$ cat config.mk
export PLATFORM = sky130hd
export DESIGN_NAME = uart_regfile_irq
export DESIGN_NICKNAME = d
export VERILOG_FILES = /design/src/rtl/uart_rf_pkg.sv /design/src/rtl/uart_rx_hold.sv /design/src/rtl/uart_tx_stage.sv /design/src/rtl/uart_msr_track.sv /design/src/rtl/uart_irq_prio.sv /design/src/rtl/uart_regfile_irq.sv
export SDC_FILE = /design/constraint.sdc
export NUM_CORES = 1
export LEC_CHECK = 0
export ABC_AREA = 1
export CAP_MARGIN = 20
export CORE_MARGIN = 5
export CORE_UTILIZATION = 45
export CTS_CLUSTER_DIAMETER = 80
export DETAILED_ROUTE_END_ITERATION = 12
export DONT_BUFFER_PORTS = 1
export MAX_ROUTING_LAYER = met4
export SLEW_MARGIN = 40
export SYNTH_ARGS = -nofsm -noshare
export SYNTH_HDL_FRONTEND = slang
export SYNTH_SLANG_ARGS = --single-unit
$ cat constraint.sdc
create_clock -name clk -period 2.3 [get_ports clk]
set_clock_uncertainty 0.2 [all_clocks]
set_input_delay 0.345 -clock clk [delete_from_list [all_inputs] [get_ports clk]]
set_output_delay 0.345 -clock clk [all_outputs]
set_load 0.01 [all_outputs]
$ cat src/rtl/uart_rf_pkg.sv
package uart_rf_pkg;
   typedef enum logic [2:0] {
      IX_DATA  = 3'd0,
      IX_IEN   = 3'd1,
      IX_IDENT = 3'd2,
      IX_LCTL  = 3'd3,
      IX_MCTL  = 3'd4,
      IX_LSTAT = 3'd5,
      IX_MSTAT = 3'd6,
      IX_DIV   = 3'd7
   } reg_ix_t;

   localparam logic [2:0] ID_LINE  = 3'b110;
   localparam logic [2:0] ID_RXD   = 3'b100;
   localparam logic [2:0] ID_THRE  = 3'b010;
   localparam logic [2:0] ID_MODEM = 3'b000;
   localparam logic [2:0] ID_NONE  = 3'b001;

   localparam int NUM_SRC = 4;
endpackage

$ cat src/rtl/uart_rx_hold.sv
module uart_rx_hold (
   input  logic       clk,
   input  logic       rst,
   input  logic       rx_valid,
   input  logic [7:0] rx_data,
   input  logic       rx_perr,
   input  logic       rx_ferr,
   input  logic       rx_brk,
   input  logic       rd_data,
   input  logic       rd_lsr,
   output logic [7:0] held,
   output logic       dready,
   output logic [3:0] errs,
   output logic       rx_ready
);
   logic ovr_evt;

   assign ovr_evt  = rx_valid & dready & ~rd_data;
   assign rx_ready = ~dready;

   always_ff @(posedge clk) begin
      if (rst) begin
         held   <= '0;
         dready <= 1'b0;
         errs   <= '0;
      end else begin
         if (rx_valid) begin
            held   <= rx_data;
            dready <= 1'b1;
         end else if (rd_data) begin
            dready <= 1'b0;
         end
         errs[0] <= (errs[0] & ~rd_lsr) | ovr_evt;
         errs[1] <= (errs[1] & ~rd_lsr) | (rx_valid & rx_perr);
         errs[2] <= (errs[2] & ~rd_lsr) | (rx_valid & rx_ferr);
         errs[3] <= (errs[3] & ~rd_lsr) | (rx_valid & rx_brk);
      end
   end


   rx_latch_chk: assert property (@(posedge clk) disable iff (rst)
      rx_valid |=> dready && held == $past(rx_data));

   overrun_set_chk: assert property (@(posedge clk) disable iff (rst)
      (rx_valid && dready && !rd_data) |=> errs[0]);

   data_clear_chk: assert property (@(posedge clk) disable iff (rst)
      (rd_data && !rx_valid) |=> !dready);
endmodule

$ cat src/rtl/uart_tx_stage.sv
module uart_tx_stage (
   input  logic       clk,
   input  logic       rst,
   input  logic       wr_data,
   input  logic [7:0] wbyte,
   input  logic       tx_ready,
   output logic       tx_valid,
   output logic [7:0] tx_data
);
   logic slot_free;

   assign slot_free = ~tx_valid | tx_ready;

   always_ff @(posedge clk) begin
      if (rst) begin
         tx_valid <= 1'b0;
         tx_data  <= '0;
      end else if (wr_data && slot_free) begin
         tx_valid <= 1'b1;
         tx_data  <= wbyte;
      end else if (tx_ready) begin
         tx_valid <= 1'b0;
      end
   end


   tx_hold_chk: assert property (@(posedge clk) disable iff (rst)
      (tx_valid && !tx_ready) |=> tx_valid && $stable(tx_data));
endmodule

$ cat src/rtl/uart_msr_track.sv
module uart_msr_track (
   input  logic       clk,
   input  logic       rst,
   input  logic [3:0] lines,
   input  logic [3:0] delta,
   input  logic       rd_msr,
   output logic [7:0] msr
);
   logic [3:0] sticky;

   always_ff @(posedge clk) begin
      if (rst) sticky <= '0;
      else     sticky <= (sticky & {4{~rd_msr}}) | delta;
   end

   assign msr = {lines, sticky};


   delta_keep_chk: assert property (@(posedge clk) disable iff (rst)
      (!rd_msr) |=> ((msr[3:0] & $past(msr[3:0])) == $past(msr[3:0])));
endmodule

$ cat src/rtl/uart_irq_prio.sv
module uart_irq_prio
   import uart_rf_pkg::*;
(
   input  logic [NUM_SRC-1:0] ien,
   input  logic               line_err,
   input  logic               dready,
   input  logic               thre,
   input  logic               modem_chg,
   output logic [2:0]         ident,
   output logic               irq
);
   // index 0 is the lowest priority, NUM_SRC-1 the highest
   logic [NUM_SRC-1:0] active;
   logic [2:0]         code [NUM_SRC];

   assign active[0] = modem_chg & ien[3];
   assign active[1] = thre      & ien[1];
   assign active[2] = dready    & ien[0];
   assign active[3] = line_err  & ien[2];
   assign code[0]   = ID_MODEM;
   assign code[1]   = ID_THRE;
   assign code[2]   = ID_RXD;
   assign code[3]   = ID_LINE;

   always_comb begin
      ident = ID_NONE;
      for (int k = 0; k < NUM_SRC; k++) begin
         if (active[k]) ident = code[k];
      end
   end

   assign irq = |active;
endmodule

$ cat src/rtl/uart_regfile_irq.sv
module uart_regfile_irq
   import uart_rf_pkg::*;
#(
   parameter int ADDR_W = 6,
   parameter int DIV_W  = 16,
   parameter int CTRL_W = 8
) (
   input  logic              clk,
   input  logic              rst,
   input  logic [ADDR_W-1:0] addr,
   input  logic              wr_en,
   input  logic              rd_en,
   input  logic [31:0]       wdata,
   output logic [31:0]       rdata,
   input  logic              rx_valid,
   input  logic [7:0]        rx_data,
   input  logic              rx_perr,
   input  logic              rx_ferr,
   input  logic              rx_brk,
   output logic              rx_ready,
   output logic              tx_valid,
   output logic [7:0]        tx_data,
   input  logic              tx_ready,
   input  logic [3:0]        modem_lines,
   input  logic [3:0]        modem_delta,
   output logic [CTRL_W-1:0] lcr_out,
   output logic [CTRL_W-1:0] mcr_out,
   output logic [DIV_W-1:0]  div_out,
   output logic              irq
);
   localparam int IX_LO = 2;
   localparam int IX_HI = 4;

   generate
      if (ADDR_W < IX_HI + 1) begin : g_bad_addr
         $error("ADDR_W must cover eight word registers");
      end
      if (DIV_W < 1 || DIV_W > 32) begin : g_bad_div
         $error("DIV_W must lie in 1..32");
      end
      if (CTRL_W < 1 || CTRL_W > 32) begin : g_bad_ctrl
         $error("CTRL_W must lie in 1..32");
      end
   endgenerate

   logic    in_win;
   reg_ix_t ix;

   generate
      if (ADDR_W > IX_HI + 1) begin : g_win
         assign in_win = (addr[ADDR_W-1:IX_HI+1] == '0);
      end else begin : g_nowin
         assign in_win = 1'b1;
      end
   endgenerate

   assign ix = reg_ix_t'(addr[IX_HI:IX_LO]);

   logic wr_hit, rd_hit;
   assign wr_hit = wr_en & in_win;
   assign rd_hit = rd_en & in_win;

   logic rd_data_s, rd_lsr_s, rd_msr_s, wr_data_s;
   assign rd_data_s = rd_hit & (ix == IX_DATA);
   assign rd_lsr_s  = rd_hit & (ix == IX_LSTAT);
   assign rd_msr_s  = rd_hit & (ix == IX_MSTAT);
   assign wr_data_s = wr_hit & (ix == IX_DATA);

   logic [NUM_SRC-1:0] ien;

   always_ff @(posedge clk) begin
      if (rst) begin
         ien     <= '0;
         lcr_out <= '0;
         mcr_out <= '0;
         div_out <= '0;
      end else if (wr_hit) begin
         case (ix)
            IX_IEN:  ien     <= wdata[NUM_SRC-1:0];
            IX_LCTL: lcr_out <= wdata[CTRL_W-1:0];
            IX_MCTL: mcr_out <= wdata[CTRL_W-1:0];
            IX_DIV:  div_out <= wdata[DIV_W-1:0];
            default: ;
         endcase
      end
   end

   logic [7:0] held;
   logic       dready;
   logic [3:0] errs;
   logic [7:0] msr;
   logic [2:0] ident;
   logic [7:0] lsr;

   uart_rx_hold u_rx (
      .clk(clk), .rst(rst),
      .rx_valid(rx_valid), .rx_data(rx_data),
      .rx_perr(rx_perr), .rx_ferr(rx_ferr), .rx_brk(rx_brk),
      .rd_data(rd_data_s), .rd_lsr(rd_lsr_s),
      .held(held), .dready(dready), .errs(errs), .rx_ready(rx_ready)
   );

   uart_tx_stage u_tx (
      .clk(clk), .rst(rst),
      .wr_data(wr_data_s), .wbyte(wdata[7:0]),
      .tx_ready(tx_ready), .tx_valid(tx_valid), .tx_data(tx_data)
   );

   uart_msr_track u_msr (
      .clk(clk), .rst(rst),
      .lines(modem_lines), .delta(modem_delta),
      .rd_msr(rd_msr_s), .msr(msr)
   );

   // the transmit path hands bytes off directly, so both empty flags stay set
   assign lsr = {1'b0, 1'b1, 1'b1, errs, dready};

   uart_irq_prio u_prio (
      .ien(ien), .line_err(|errs), .dready(dready), .thre(lsr[5]),
      .modem_chg(|msr[3:0]), .ident(ident), .irq(irq)
   );

   logic [31:0] rd_mux;
   always_comb begin
      rd_mux = '0;
      if (rd_hit) begin
         case (ix)
            IX_DATA:  rd_mux = {24'd0, held};
            IX_IDENT: rd_mux = {29'd0, ident};
            IX_LSTAT: rd_mux = {24'd0, lsr};
            IX_MSTAT: rd_mux = {24'd0, msr};
            default:  rd_mux = '0;
         endcase
      end
   end

   always_ff @(posedge clk) begin
      if (rst) rdata <= '0;
      else     rdata <= rd_mux;
   end


   oow_read_zero_chk: assert property (@(posedge clk) disable iff (rst)
      (rd_en && !in_win) |=> rdata == 32'd0);

   wo_read_zero_chk: assert property (@(posedge clk) disable iff (rst)
      (rd_en && (ix == IX_IEN || ix == IX_LCTL || ix == IX_MCTL || ix == IX_DIV))
      |=> rdata == 32'd0);

   line_first_chk: assert property (@(posedge clk) disable iff (rst)
      (|errs && ien[2]) |-> ident == ID_LINE);

   irq_code_chk: assert property (@(posedge clk) disable iff (rst)
      irq == (ident != ID_NONE));
endmodule

==> summary.txt, run 1 <==
CELLS AND AREA
---------------------------------------------------------------------------------
Share of post-route cells with drive strength above 1 ..............       0.0802
Area of the multi-input gates ......................................     1180 um2
Final instance area ................................................     3340 um2
Most common cell after layout, fill and taps aside ................. sky130_fd_sc_hd__nor2_1
Count of filler cells inserted in the layout .......................          606
NumNets Final ......................................................          483
Most used cells in the layout excluding fill and tap cells ......... sky130_fd_sc_hd__nor2_1, sky130_fd_sc_hd__dfxtp_1, sky130_fd_sc_hd__nand2_1, sky130_fd_sc_hd__o21ai_0, sky130_fd_sc_hd__dlygate4sd3_1
Total area of sequential cells .....................................     1400 um2
Layout overhead on the synthesized area ............................        16.2%
Antenna cell count .................................................            0

SETUP PATH
---------------------------------------------------------------------------------
Startpoint of the worst-slack reg-to-reg timing path ...............  u_rx.dready
Top fanout value on the critical path ..............................           11
Critical setup path kind ........................................... primary input to flip-flop
Critical Path Source Type .......................................... primary input
Required arrival time at the worst endpoint ........................      2.33 ns
Capture instance of the worst register-to-register path ............ u_rx.errs[0]
WP data arrival ....................................................      1.83 ns
Critical path capture point type ...................................    flip-flop
Depth of the most critical reg-to-reg path .........................            3
Worst setup path endpoint .......................................... u_rx.errs[0]
Launch point of the worst path .....................................          rst
Minimum setup slack among reg-to-reg paths .........................      0.88 ns

PLACED DESIGN
---------------------------------------------------------------------------------
Setup slack after placement ........................................     0.649 ns
Total cell area at the placement stage .............................     2830 um2
DP HPWL ............................................................      4990 um
Port buffer count ..................................................            0
Routability congestion estimate from global placement ..............        0.871

POWER
---------------------------------------------------------------------------------
Post-route total power .............................................      2320 uW
PwrDens ............................................................   693 nW/um2
Leakage power ......................................................   0.00147 uW
Max IR drop VDD ....................................................       394 uV

CLOCK TREE
---------------------------------------------------------------------------------
Sink count of the clock tree .......................................           70
Inserted Clock Buffers .............................................            9
Number of buffers between clock root and the deepest sink ..........            2
Later-pin clock latency in the skew report .........................      0.35 ns
CTS tree ...........................................................         done
Clk slew on worst S/H paths ........................................      0.07 ns
Hold-fix buffers at CTS ............................................           36
Setup fix buffers added after clock tree synthesis .................            0
Clock root buffer master ........................................... sky130_fd_sc_hd__clkbuf_8
H-Tree Depth .......................................................            3
Number of gates resized after CTS ..................................            0

OUTCOME
---------------------------------------------------------------------------------
Run status .........................................................    completed

SYNTHESIS
---------------------------------------------------------------------------------
Fraction of synthesis flops using an asynchronous set or reset pin .            0
Most used DFF post-synth ........................................... sky130_fd_sc_hd__dfxtp_1
Proportion of netlist area held by the largest area contributor ....        0.487
Count of yosys warnings during synthesis ...........................            0
Average size of a mapped cell ......................................     7.50 um2
Number of flops mapped to enable cells by yosys ....................            0
Sequential share of the synthesized area ...........................        0.487
Post-synthesis instance area .......................................     2880 um2
Cell variety after synth ...........................................           22
Main area contributors after synthesis ............................. sky130_fd_sc_hd__dfxtp_1, sky130_fd_sc_hd__nor2_1, sky130_fd_sc_hd__o21ai_0, sky130_fd_sc_hd__buf_4, sky130_fd_sc_hd__nand2_1
Synthesized flop and latch total ...................................           70
Syn Inst Count .....................................................          384
Largest area contributor in the synthesized netlist ................ sky130_fd_sc_hd__dfxtp_1

FLOORPLAN
---------------------------------------------------------------------------------
IO Pins ............................................................          138
Area of the placeable core .........................................     6280 um2
Die Wd .............................................................      90.0 um
Initial core utilization ...........................................        0.459
Floorplan die height ...............................................      90.0 um
Full die area ......................................................     8100 um2
Standard-cell row count ............................................           29

ROUTE
---------------------------------------------------------------------------------
Number of iterations in the first detailed-routing pass ............            4
DRT iter0 DRCs .....................................................           85
Number of nets with antenna violations after routing ...............            0
Post-detailed-route via-to-cell ratio ..............................         4.84
DRC viols ..........................................................            0
Detailed-route wire length per cell ................................      14.5 um
Via count of the routed design .....................................         2424
Wire length after detailed routing .................................      7260 um

GLOBAL ROUTE
---------------------------------------------------------------------------------
Global-route usage over all layers .................................        0.185
Antenna violations before repair ...................................            0
Pin count of the biggest net entering global routing ...............           45
Total gr overflow ..................................................            0
First-pass GRT wire length .........................................     11600 um
Vias in the first global route .....................................         2290

TIMING
---------------------------------------------------------------------------------
Final Worst Setup Slack ............................................     0.502 ns
Final worst path period need .......................................      1.80 ns
Setup-failing EPs final ............................................            0
Part of the cycle the worst path needs .............................        0.782
Hold Fails Final Rpt ...............................................            0
Max Fclk ...........................................................    0.556 GHz
Setup repair after global routing missed its margin ................           no
Final slew viol count ..............................................            0
Post-route setup TNS ...............................................         0 ns

HOLD PATH
---------------------------------------------------------------------------------
Type of the tightest min-delay check ............................... primary input to flip-flop

FLOW RUN
---------------------------------------------------------------------------------
Max-Cap Viols ......................................................            0

sequential cells by signal (all words and copies together), names as in the netlist:
register / count
u_rx.dready: 1
u_tx.tx_valid: 1
u_rx.held: 8
u_msr.sticky: 4
mcr_out: 8
div_out: 16
u_rx.errs: 4
lcr_out: 8
rdata: 8
ien: 4
u_tx.tx_data: 8
power by group:
| part | leakage (uW) | internal, uW | switching [uW] |
|---|---|---|---|
| Sequential | 0.000570 | 1250 | 33.9 |
| Combinational | 0.000821 | 82.7 | 123 |
| Clock | 0.0000752 | 382 | 444 |
| Total | 0.00147 | 1720 | 601 |
stage by stage:
step	std cells	hold WS (ns)	util
after floorplan	407	0.234	-
after global placement	450	0.218	0.450
after detailed placement	450	0.219	0.450
after CTS	501	0.0121	0.533
after global routing	501	0.0323	0.533
final	501	0.0250	0.533
routing by layer:
metal / wire length (um) / vias up / global-route usage
li1: - / 1232 / -
met4: 102 / 0 / 0.0670
met2: 3570 / 94 / 0.295
met1: 2960 / 1088 / 0.211
met5: 0 / - / -
met3: 628 / 10 / 0.0726
critical path, stage by stage:
cell and delay, ns:
sky130_fd_sc_hd__dlygate4sd3_1 0.83, sky130_fd_sc_hd__a21oi_1 0.08, sky130_fd_sc_hd__dlygate4sd3_1 0.57
synthesized netlist by cell type, types with 2 or more instances:
master	number
sky130_fd_sc_hd__buf_4	24
sky130_fd_sc_hd__nand2_2	2
sky130_fd_sc_hd__nor2_1	93
sky130_fd_sc_hd__nand2_1	46
sky130_fd_sc_hd__buf_6	3
sky130_fd_sc_hd__o211ai_1	2
sky130_fd_sc_hd__nand3_1	8
sky130_fd_sc_hd__dfxtp_1	70
sky130_fd_sc_hd__o21ai_1	10
sky130_fd_sc_hd__inv_1	32
sky130_fd_sc_hd__a21oi_1	26
sky130_fd_sc_hd__o21ai_0	41
sky130_fd_sc_hd__clkbuf_1	8
sky130_fd_sc_hd__nor2_2	11
kinds of logic after synthesis:
logic type             Yosys count  synth area share
AND/OR/NAND/NOR                163             0.236
buffers and inverters           70             0.133
AO/OA/AOI/OAI                   80             0.142
other                            1           0.00130
flip-flops                      70             0.487
area by class of cell:
type                    count  area share
multi-input cells         267       0.353
clock inverters             4     0.00748
clock buffers              11      0.0393
well taps                  77      0.0288
inverters                  34      0.0404
flip-flops and latches     70       0.419
repair buffers             38       0.112
how the worst min path moves through the flow:
stage / from / to / slack [ns] / cells after the start
after floorplan: u_rx.held[5] / u_rx.held[5] / 0.23 / 2
after global placement: rst / u_rx.errs[0] / 0.22 / 1
after CTS: modem_lines[0] / rdata[4] / 0.01 / 4
after global routing: addr[4] / rdata[2] / 0.03 / 3
final: modem_lines[0] / rdata[4] / 0.03 / 4
after detailed placement: rst / u_rx.errs[0] / 0.22 / 1
No activity file was read; power rests on OpenSTA's default activity.
==> run 2: changes to the inputs <==
==> constraint.sdc (replaced) <==
create_clock -name clk -period 1.8 [get_ports clk]
set_clock_uncertainty 0.2 [all_clocks]
set_input_delay 0.27 -clock clk [delete_from_list [all_inputs] [get_ports clk]]
set_output_delay 0.27 -clock clk [all_outputs]
set_load 0.01 [all_outputs]
==> summary.txt, run 2 (same netlist as run 1, synthesis figures left out) <==
CELLS AND AREA
--------------------------------------------------------------------------------
Antenna cell count ................................................            0   unchanged
Total area of sequential cells ....................................     1400 um2   unchanged
Share of post-route cells with drive strength above 1 .............       0.0886   +0.00839
Number of non-filler instances in the completed layout ............          506   +1.0%
Most common cell after layout, fill and taps aside ................ sky130_fd_sc_hd__nor2_1
Biggest register ..................................................      div_out
Area of the multi-input gates .....................................     1180 um2   unchanged
Count of filler cells inserted in the layout ......................          621   +2.5%
Most used cells in the layout excluding fill and tap cells ........ sky130_fd_sc_hd__nor2_1, sky130_fd_sc_hd__dfxtp_1, sky130_fd_sc_hd__nand2_1, sky130_fd_sc_hd__o21ai_0, sky130_fd_sc_hd__dlygate4sd3_1
Layout overhead on the synthesized area ...........................        20.2%
Number of flip-flops under the largest register name ..............           16   unchanged
NumNets Final .....................................................          489   +1.2%

CLOCK TREE
--------------------------------------------------------------------------------
H-Tree Depth ......................................................            3   unchanged
Number of buffers between clock root and the deepest sink .........            2   unchanged
Clk slew on worst S/H paths .......................................      0.07 ns   about the same
Sink count of the clock tree ......................................           70   unchanged
Clock root buffer master .......................................... sky130_fd_sc_hd__clkbuf_8
Inserted Clock Buffers ............................................            9   unchanged
Later-pin clock latency in the skew report ........................      0.33 ns   -0.02 ns
CTS tree ..........................................................         done
Setup fix buffers added after clock tree synthesis ................            0   unchanged

HOLD PATH
--------------------------------------------------------------------------------
Launch instance of the worst min-delay path .......................        rd_en
Type of the tightest min-delay check .............................. primary input to flip-flop

FLOORPLAN
--------------------------------------------------------------------------------
Initial core utilization ..........................................        0.459   unchanged
Area of the placeable core ........................................     6280 um2   unchanged
Full die area .....................................................     8100 um2   unchanged
Standard-cell row count ...........................................           29   unchanged
IO Pins ...........................................................          138   unchanged
Floorplan die height ..............................................      90.0 um   unchanged
Die Wd ............................................................      90.0 um   unchanged

ROUTE
--------------------------------------------------------------------------------
Wire length after detailed routing ................................      7230 um   -0.52%
DRT iter0 DRCs ....................................................           90   +5.9%
Post-detailed-route via-to-cell ratio .............................         4.79   -0.91%
Number of nets with antenna violations after routing ..............            0   unchanged
DRC viols .........................................................            0   unchanged
Number of iterations in the first detailed-routing pass ...........            4   unchanged
Via count of the routed design ....................................         2426   +0.083%
Detailed-route wire length per cell ...............................      14.3 um   -1.5%

GLOBAL ROUTE
--------------------------------------------------------------------------------
First-pass GRT wire length ........................................     12000 um   +3.2%
Pin count of the biggest net entering global routing ..............           25   -44%
Antenna violations before repair ..................................            0   unchanged
Total gr overflow .................................................            0   unchanged
Global-route usage over all layers ................................        0.184   -0.000426
Vias in the first global route ....................................         2380   +3.9%

SETUP PATH
--------------------------------------------------------------------------------
List of cells traversed by the critical path ...................... dlygate4sd3_1, nand2_1, dlygate4sd3_1, a21oi_1
Startpoint of the worst-slack reg-to-reg timing path .............. u_tx.tx_valid
Required arrival time at the worst endpoint .......................      1.86 ns   -0.47 ns
Top fanout value on the critical path .............................            9   -2
Critical Path Most Common Cell .................................... sky130_fd_sc_hd__dlygate4sd3_1
Slowest-stage cell, CP ............................................ sky130_fd_sc_hd__dlygate4sd3_1
Cell type group with the largest total delay on the critical path . buffers and inverters
WP data arrival ...................................................      1.81 ns   -0.02 ns
Critical setup path kind .......................................... primary input to flip-flop
Largest stage delay on the critical path ..........................      0.73 ns   -0.10 ns
WP buf/inv ........................................................            2   unchanged
Launch point of the worst path ....................................     rx_valid
Critical Path Source Type ......................................... primary input
Critical path capture point type ..................................    flip-flop

TIMING
--------------------------------------------------------------------------------
Final worst path period need ......................................      1.75 ns
Setup-failing EPs final ...........................................            0   unchanged
Part of the cycle the worst path needs ............................        0.974
Hold Fails Final Rpt ..............................................            0   unchanged
Setup repair after global routing missed its margin ...............           no
Max Fclk ..........................................................    0.570 GHz
Final slew viol count .............................................            0   unchanged
Post-route setup TNS ..............................................         0 ns   unchanged

PLACED DESIGN
--------------------------------------------------------------------------------
DP HPWL ...........................................................      5040 um   +0.98%
Port buffer count .................................................            0   unchanged
Routability congestion estimate from global placement .............        0.861   -1.1%
Placed insts ......................................................          453   +0.67%

OUTCOME
--------------------------------------------------------------------------------
Run status ........................................................    completed

POWER
--------------------------------------------------------------------------------
Max IR drop VDD ...................................................       636 uV   +61%
PwrDens ...........................................................   955 nW/um2   +38%
Leakage power .....................................................   0.00153 uW   +4.3%

FLOW RUN
--------------------------------------------------------------------------------
Max-Cap Viols .....................................................            0   unchanged

[run 2: cell count changes in the layout (fill, tap and decap cells not counted), sizes merged]
cell,change
clkinvlp,-2
bufinv,+2
clkinv,-1
buf,+3
dlygate4sd3,+3
[run 2: final cells by class]
cell class              instances  share of cell area
inverters                      34              0.0390
repair buffers                 44               0.124
well taps                      77              0.0278
clock buffers                  11              0.0437
flip-flops and latches         70               0.405
multi-input cells             267               0.341
clock inverters                 3              0.0199
[run 2: metrics by stage]
stage	utilization	setup WS [ns]	cell area (um2)	power (uW)	hold slack, ns
2_1_floorplan	-	0.428	2970	1870	0.187
3_3_place_gp	0.454	0.262	2850	1860	0.143
3_5_place_dp	0.454	0.213	2850	1860	0.144
4_1_cts	0.551	0.0939	3460	3340	0.0169
5_1_grt	0.551	0.00441	3460	3460	0.0356
6_report	0.551	0.0468	3460	3300	0.0438
[run 2: worst min-delay path, cell delays in order]
cell and delay, ns:
sky130_fd_sc_hd__nand2_1 0.07, sky130_fd_sc_hd__nor2_1 0.09, sky130_fd_sc_hd__nand2_1 0.07, sky130_fd_sc_hd__inv_1 0.03
[run 2: final timing paths]
| kind | end | slack, ns | cells after the start |
|---|---|---|---|
| max | u_rx.errs[3] | 0.05 | 4 |
| min reg2reg | u_rx.held[6] | 0.26 | 2 |
| max reg2reg | u_tx.tx_data[6] | 0.42 | 4 |
| min | rdata[3] | 0.04 | 4 |
[run 2: routing by layer]
layer / share of wire / GRT usage / vias up
li1: - / - / 1244
met1: 0.41 / 0.206 / 1075
met2: 0.49 / 0.301 / 97
met3: 0.092 / 0.0826 / 10
met4: 0.012 / 0.0459 / 0
met5: 0 / - / -
[run 2: power by group]
part	total (uW)	switching, uW	internal (uW)
clock network	1390	546	843
logic	272	160	112
registers	1640	43.6	1600
[run 2: what timing repair did]
action	4_1_cts	5_1_grt
hold buffers	39	0
gates resized for setup	0	0
hold endpoints to repair	70	0
setup endpoints to repair	0	0
